$ cat config.mk
export PLATFORM = sky130hd
export DESIGN_NAME = dual_timer_shell
export DESIGN_NICKNAME = d
export VERILOG_FILES = /design/src/rtl/dtw_pkg.sv /design/src/rtl/dtw_decode.sv /design/src/rtl/dtw_timer.sv /design/src/rtl/dual_timer_shell.sv
export SDC_FILE = /design/constraint.sdc
export NUM_CORES = 1
export LEC_CHECK = 0
export ABC_CLOCK_PERIOD_IN_PS = 7370
export BUFFER_PORTS_ARGS = -buffer_cell sky130_fd_sc_hd__buf_4
export CORE_UTILIZATION = 60
export CTS_CLUSTER_DIAMETER = 60
export CTS_CLUSTER_SIZE = 28
export DETAILED_ROUTE_END_ITERATION = 8
export PLACE_DENSITY = 0.81
export SLEW_MARGIN = 25
export SYNTH_ARGS = -nofsm -noshare
export SYNTH_HDL_FRONTEND = slang
export SYNTH_SLANG_ARGS = --single-unit
export TNS_END_PERCENT = 50
$ cat constraint.sdc
create_clock -name clk -period 7.37 [get_ports clk]
set_clock_uncertainty 0.2 [all_clocks]
set_input_delay 0.737 -clock clk [delete_from_list [all_inputs] [get_ports clk]]
set_output_delay 0.737 -clock clk [all_outputs]
set_load 0.05 [all_outputs]
$ cat src/rtl/dtw_pkg.sv
package dtw_pkg;

  // control byte bit positions
  localparam int unsigned CB_ONESHOT = 0;
  localparam int unsigned CB_WIDE    = 1;
  localparam int unsigned CB_PRE_LO  = 2;
  localparam int unsigned CB_IE      = 5;
  localparam int unsigned CB_PERIOD  = 6;
  localparam int unsigned CB_EN      = 7;

  localparam logic [7:0] CTRL_RESET = 8'h20;

  // register word indices inside one timer bank
  typedef enum logic [2:0] {
    W_LOAD  = 3'd0,
    W_COUNT = 3'd1,
    W_CTRL  = 3'd2,
    W_CLR   = 3'd3,
    W_RAW   = 3'd4,
    W_MASK  = 3'd5,
    W_BGLD  = 3'd6,
    W_RSVD  = 3'd7
  } dtw_word_e;

  function automatic logic [7:0] dtw_id_byte(input logic [2:0] idx);
    logic [7:0] b;
    case (idx)
      3'd0:    b = 8'h04;
      3'd1:    b = 8'h18;
      3'd2:    b = 8'h14;
      3'd3:    b = 8'h00;
      3'd4:    b = 8'h0D;
      3'd5:    b = 8'hF0;
      3'd6:    b = 8'h05;
      default: b = 8'hB1;
    endcase
    return b;
  endfunction

endpackage

$ cat src/rtl/dtw_decode.sv
module dtw_decode #(
  parameter int unsigned WIN_W    = 12,
  parameter int unsigned BANK_AW  = 5,
  parameter int unsigned N_TIMERS = 2,
  parameter logic [WIN_W-1:0] ID_BASE = 12'hFE0
) (
  input  logic [WIN_W-1:0]    win_off,
  output logic [N_TIMERS-1:0] bank_hit,
  output logic                id_hit,
  output logic [2:0]          word
);
  localparam int unsigned HI_W = WIN_W - BANK_AW;

  logic [1:0] unused_lsb;
  assign unused_lsb = win_off[1:0];

  assign word   = win_off[BANK_AW-1:2];
  assign id_hit = (win_off[WIN_W-1:BANK_AW] == ID_BASE[WIN_W-1:BANK_AW]);

  for (genvar i = 0; i < N_TIMERS; i++) begin : g_bank
    assign bank_hit[i] = (win_off[WIN_W-1:BANK_AW] == HI_W'(i));
  end

  always_comb begin
    assert ($onehot0({bank_hit, id_hit}))
      else $error("p_single_target_r4: decode hits more than one target");
  end
endmodule

$ cat src/rtl/dtw_timer.sv
module dtw_timer
  import dtw_pkg::*;
#(
  parameter int unsigned DATA_W = 32,
  parameter int unsigned PRE_W  = 8
) (
  input  logic              clk,
  input  logic              rst_n,
  input  logic              tick_en,
  input  logic              wr_en,
  input  logic [2:0]        word,
  input  logic [DATA_W-1:0] wdata,
  output logic [DATA_W-1:0] rdata,
  output logic              irq
);
  localparam logic [DATA_W-1:0] FREE_NARROW = DATA_W'(16'hFFFF);

  logic [7:0]        ctrl_q,  ctrl_d;
  logic [DATA_W-1:0] limit_q, limit_d;
  logic [DATA_W-1:0] count_q, count_d;
  logic [PRE_W-1:0]  pre_q,   pre_d;
  logic              raw_q,   raw_d;
  logic              pre_tick, fire, step;

  assign pre_tick = ctrl_q[CB_EN] & tick_en;

  always_comb begin
    case (ctrl_q[CB_PRE_LO +: 2])
      2'd1:    fire = (pre_q[3:0] == 4'hF);
      2'd2:    fire = (pre_q == '1);
      default: fire = 1'b1;
    endcase
  end

  assign step = pre_tick & fire;

  always_comb begin
    ctrl_d  = ctrl_q;
    limit_d = limit_q;
    count_d = count_q;
    pre_d   = pre_tick ? pre_q + 1'b1 : pre_q;
    raw_d   = raw_q;

    if (wr_en && word == W_CLR) raw_d = 1'b0;

    if (step) begin
      if (count_q == '0) begin
        raw_d = 1'b1;
        if (ctrl_q[CB_ONESHOT])     ctrl_d[CB_EN] = 1'b0;
        else if (ctrl_q[CB_PERIOD]) count_d = limit_q;
        else if (ctrl_q[CB_WIDE])   count_d = '1;
        else                        count_d = FREE_NARROW;
      end else begin
        count_d = count_q - 1'b1;
      end
    end

    if (wr_en) begin
      case (word)
        W_LOAD: begin
          limit_d = wdata;
          count_d = wdata;
        end
        W_CTRL: begin
          ctrl_d = wdata[7:0];
          pre_d  = '0;
        end
        W_BGLD:  limit_d = wdata;
        default: ;
      endcase
    end
  end

  always_ff @(posedge clk or negedge rst_n) begin
    if (!rst_n) begin
      ctrl_q  <= CTRL_RESET;
      limit_q <= '0;
      count_q <= '0;
      pre_q   <= '0;
      raw_q   <= 1'b0;
    end else begin
      ctrl_q  <= ctrl_d;
      limit_q <= limit_d;
      count_q <= count_d;
      pre_q   <= pre_d;
      raw_q   <= raw_d;
    end
  end

  assign irq = raw_q & ctrl_q[CB_IE];

  always_comb begin
    case (word)
      W_LOAD, W_BGLD: rdata = limit_q;
      W_COUNT:        rdata = count_q;
      W_CTRL:         rdata = {{(DATA_W-8){1'b0}}, ctrl_q};
      W_RAW:          rdata = {{(DATA_W-1){1'b0}}, raw_q};
      W_MASK:         rdata = {{(DATA_W-1){1'b0}}, irq};
      default:        rdata = '0;
    endcase
  end

  p_idle_hold_r11: assert property (@(posedge clk) disable iff (!rst_n)
    (!tick_en && !wr_en) |=> $stable(count_q));

  p_zero_raises_r8: assert property (@(posedge clk) disable iff (!rst_n)
    (step && count_q == '0) |=> raw_q);

  p_oneshot_stop_r12: assert property (@(posedge clk) disable iff (!rst_n)
    (step && count_q == '0 && ctrl_q[CB_ONESHOT] && !wr_en) |=> !ctrl_q[CB_EN]);

  p_clear_r9: assert property (@(posedge clk) disable iff (!rst_n)
    (wr_en && word == W_CLR && !step) |=> !raw_q);
endmodule

$ cat src/rtl/dual_timer_shell.sv
module dual_timer_shell
  import dtw_pkg::*;
#(
  parameter int unsigned ADDR_W   = 32,
  parameter int unsigned DATA_W   = 32,
  parameter int unsigned WIN_W    = 12,
  parameter int unsigned BANK_AW  = 5,
  parameter int unsigned PRE_W    = 8
) (
  input  logic              clk,
  input  logic              rst_n,
  input  logic              tick0_en,
  input  logic              tick1_en,
  input  logic              wr_en,
  input  logic [ADDR_W-1:0] addr,
  input  logic [DATA_W-1:0] wdata,
  output logic [DATA_W-1:0] rdata,
  output logic              irq
);
  localparam int unsigned N_TIMERS = 2;

  logic [ADDR_W-WIN_W-1:0] unused_hi;
  assign unused_hi = addr[ADDR_W-1:WIN_W];

  // reset: asserted at once, released after two clock edges
  logic [1:0] rst_sync_q;
  logic       rst_int_n;

  always_ff @(posedge clk or negedge rst_n) begin
    if (!rst_n) rst_sync_q <= 2'b00;
    else        rst_sync_q <= {rst_sync_q[0], 1'b1};
  end
  assign rst_int_n = rst_sync_q[1];

  logic [N_TIMERS-1:0] bank_hit;
  logic                id_hit;
  logic [2:0]          word;
  logic [N_TIMERS-1:0] tick_vec;
  logic [N_TIMERS-1:0] t_irq;
  logic [DATA_W-1:0]   t_rdata [N_TIMERS];

  assign tick_vec = {tick1_en, tick0_en};

  dtw_decode #(
    .WIN_W   (WIN_W),
    .BANK_AW (BANK_AW),
    .N_TIMERS(N_TIMERS)
  ) u_decode (
    .win_off (addr[WIN_W-1:0]),
    .bank_hit(bank_hit),
    .id_hit  (id_hit),
    .word    (word)
  );

  for (genvar i = 0; i < N_TIMERS; i++) begin : g_tmr
    dtw_timer #(
      .DATA_W(DATA_W),
      .PRE_W (PRE_W)
    ) u_timer (
      .clk    (clk),
      .rst_n  (rst_int_n),
      .tick_en(tick_vec[i]),
      .wr_en  (wr_en & bank_hit[i]),
      .word   (word),
      .wdata  (wdata),
      .rdata  (t_rdata[i]),
      .irq    (t_irq[i])
    );
  end

  always_comb begin
    rdata = '0;
    if (id_hit) rdata = {{(DATA_W-8){1'b0}}, dtw_id_byte(word)};
    for (int i = 0; i < N_TIMERS; i++) begin
      if (bank_hit[i]) rdata = t_rdata[i];
    end
  end

  assign irq = |t_irq;

  p_id_zero_ext_r3: assert property (@(posedge clk) disable iff (!rst_int_n)
    id_hit |-> (rdata[DATA_W-1:8] == '0));

  p_unmapped_zero_r4: assert property (@(posedge clk) disable iff (!rst_int_n)
    (!id_hit && bank_hit == '0) |-> (rdata == '0));

  p_irq_follows_r6: assert property (@(posedge clk) disable iff (!rst_int_n)
    (t_irq != '0) |-> irq);
endmodule

==> impl_metrics.tcl <==
set metrics [dict create \
    dp_cells 1425 \
    reg2reg_depth 9 \
    post-synth-top-count-cell "dfrtp_1" \
    synth_top_family_by_area "compound AO/OA/AOI/OAI gates" \
    critical_path.max_fanout 39 \
    syn-mean-instance-area_sq_um 8.81 \
    numCtsBuffers 17 \
    synth-async-reset-ratio 1.00 \
    initialDrtViolationCount 1419 \
    reg2reg_to "g_tmr[1].u_timer.count_q[6]" \
    area_growth_pct 12.0 \
    synth.area.mux_share 0.0929 \
    final.period_utilization 0.573 \
    ys_ff_latch 164 \
    yosys.area.top_type "dfrtp_1" \
    hold_viol 0 \
    cp-start-kind "input pin" \
    crit_path_top_delay_cell "nor2_4" \
    ir_drop_mv 0.215 \
    worstPathArrival_ns 3.29 \
    leakagePower_nw 5.04 \
    syn_nets 1278 \
    slew_headroom 0.320 \
    track_usage 0.388 \
    cts_max_path_buffers 2 \
    initial_core_util 0.613 \
    dpl_cell_area_sq_um 11200 \
    place_congestion 0.987 \
    antenna_cells 0 \
    synth_adder_area_share 0.0118 \
    critPathCaptureType "primary output" \
    clock_latency_ns 0.43 \
    grt_pass1_wl_mm 54.2 \
    ys.flop_type "dfrtp_1" \
    dr.pass1.iters 8 \
    antenna_found_initial 0 \
    grt_max_degree 78 \
    slew_violations 0 \
    die_h_um 135 \
    drc 0 \
    rsz0062_at_grt "false" \
    yosys.area_share.simple 0.205 \
    fillers 1360 \
    grt_overflow 0 \
    synth_area_sq_um 10600 \
    reg2reg_slack_ns 3.62 \
    p_per_area_nw_per_um2 237 \
    dieWidth_um 135 \
    clock-sinks 164 \
    synth_cell_type_count 74 \
    ys.warnings.count 0 \
    ys_top_cells_by_area "dfrtp_1 (38%), mux2_2 (8.5%), a21oi_1 (4.3%), a22oi_1 (3.9%), nor2_1 (3.5%)" \
    synth-seq-area-share 0.389 \
    seqCellArea_sq_um 4110 \
    final-instance-count-excl-fill 1457 \
    synthCells 1199 \
    synthTopCellsByCount "dfrtp_1 (162), nor2_1 (99), nand2_1 (92)" \
    synth.top_cell.area_share 0.384 \
    vias_per_cell 7.27 \
    max_freq_mhz 237 \
    multi_input_area_sq_um 6050 \
    vias 10600 \
    status "finished, final reports clean" \
    placementRows 48 \
    wl_mm 34.4 \
    antenna_left 0 \
    fin_ws_ns 3.15 \
    slowest_delay_ns 0.57 \
    r2r-start "g_tmr[1].u_timer.count_q[0]" \
    synth-xor-area-share 0.0158 \
    period_needed_ns 4.22 \
    drt-wirelength-per-cell_um 23.6 \
    clockRootBuffer "clkbuf_16" \
    ioPinCount 102 \
    path_clk_slew_ns 0.07 \
    crit_required_ns 6.43 \
    critPathKind "in -> out" \
    setup_viol 0 \
    p_total_mw 2.80 \
    tightest_slew_ns 1.02 \
    first_global_vias 9911 \
    cts_tree "built" \
    dp_slack_ns 3.23 \
    nNetsFinal 1299 \
    post_cts_buffers 0 \
    min_path_type "reg -> async" \
    cp_common_cell "buf_4" \
    finish.instance_area_sq_um 11800 \
    dieArea_sq_um 18100 \
    path_cells "buf_4 > inv_1 > nand2_1 > nor2_4 > buf_4 > a22oi_1 > o22ai_1 > buf_4" \
    fp.coreArea_sq_um 17200 \
    synth_edf_count 0 \
    drv_cap 0 \
    drive_above_1_share 0.200 \
    place_hpwl_mm 23.0 \
    setup_tns_ns 0 \
    portBuffers 79 \
    synth_compound_area_frac 0.242 \
    htree_num_levels 4 \
]
-- power by group --
part | switching [mW] | internal (mW) | total, mW
Combinational | 0.438 | 0.272 | 0.711
Clock | 0.369 | 0.532 | 0.901
Sequential | 0.179 | 1.01 | 1.19
-- kinds of logic after synthesis --
group	Yosys count
xor+xnor	19
simple gates	414
buf+inv	113
other cells	1
fa+ha+maj	10
flops	164
compound gates	390
mux	88
-- final cells by class --
cell class                      count  area share
Multi-Input combinational cell    922       0.512
Clock buffer                       22      0.0410
Tap cell                          225      0.0238
Inverter                           20     0.00635
Clock inverter                      9     0.00878
Sequential cell                   164       0.348
Timing Repair Buffer               95      0.0608
-- routing by layer --
metal,track usage,vias up,share of wire
met5,0,-,0
met4,0.247,0,0.069
met3,0.0728,156,0.11
met2,0.574,785,0.43
met1,0.526,5070,0.39
li1,-,4579,-
-- stage by stage --
stage | hold slack, ns | utilization
detailed placement | 0.0434 | 0.651
floorplan | 0.131 | -
CTS | 0.0481 | 0.685
global placement | 0.0416 | 0.650
finish | 0.0370 | 0.686
global route | 0.0745 | 0.686
-- critical path, delay by kind of cell --
kind	cells	cell delay, ns
buffers and inverters	4	1.24
and+or+nand+nor	2	0.73
AOI/OAI and AO/OA	2	0.54
-- flip-flops by register name (all words and copies together) (netlist names) --
register and count:
g_tmr.u_timer.limit_q 64, g_tmr.u_timer.ctrl_q 16, g_tmr.u_timer.pre_q 16, g_tmr.u_timer.raw_q 2, rst_sync_q 2, g_tmr.u_timer.count_q 64
-- cell usage in the layout (no fill, tap or decap), drive strengths merged, types with 16 or more instances in the layout --
master	n
a22oi	55
nor3	39
nor4	25
nand3	28
and3	17
o22ai	44
clkbuf	22
a211oi	16
buf	94
dfrtp	162
or2	16
nand2	92
or4	18
mux2	80
inv	20
o21ai	65
a31oi	18
nor2	100
a21oi	90
or3	24
-- repair_timing --
| action | 4_1_cts | 5_1_grt |
|---|---|---|
| endpoints found under the hold margin | 2 | 0 |
| resized for setup | 0 | 0 |
| hold buffers | 1 | 0 |
-- worst max-delay path by stage --
stage	from	endpoint
4_1_cts	addr[6]	rdata[31]
6_report	addr[3]	rdata[12]
2_1_floorplan	rst_sync_q[1]	g_tmr[0].u_timer.count_q[0]
3_5_place_dp	addr[6]	rdata[31]
5_1_grt	addr[3]	rdata[12]
3_3_place_gp	addr[3]	rdata[12]
No activity file was read; power rests on OpenSTA's default activity.
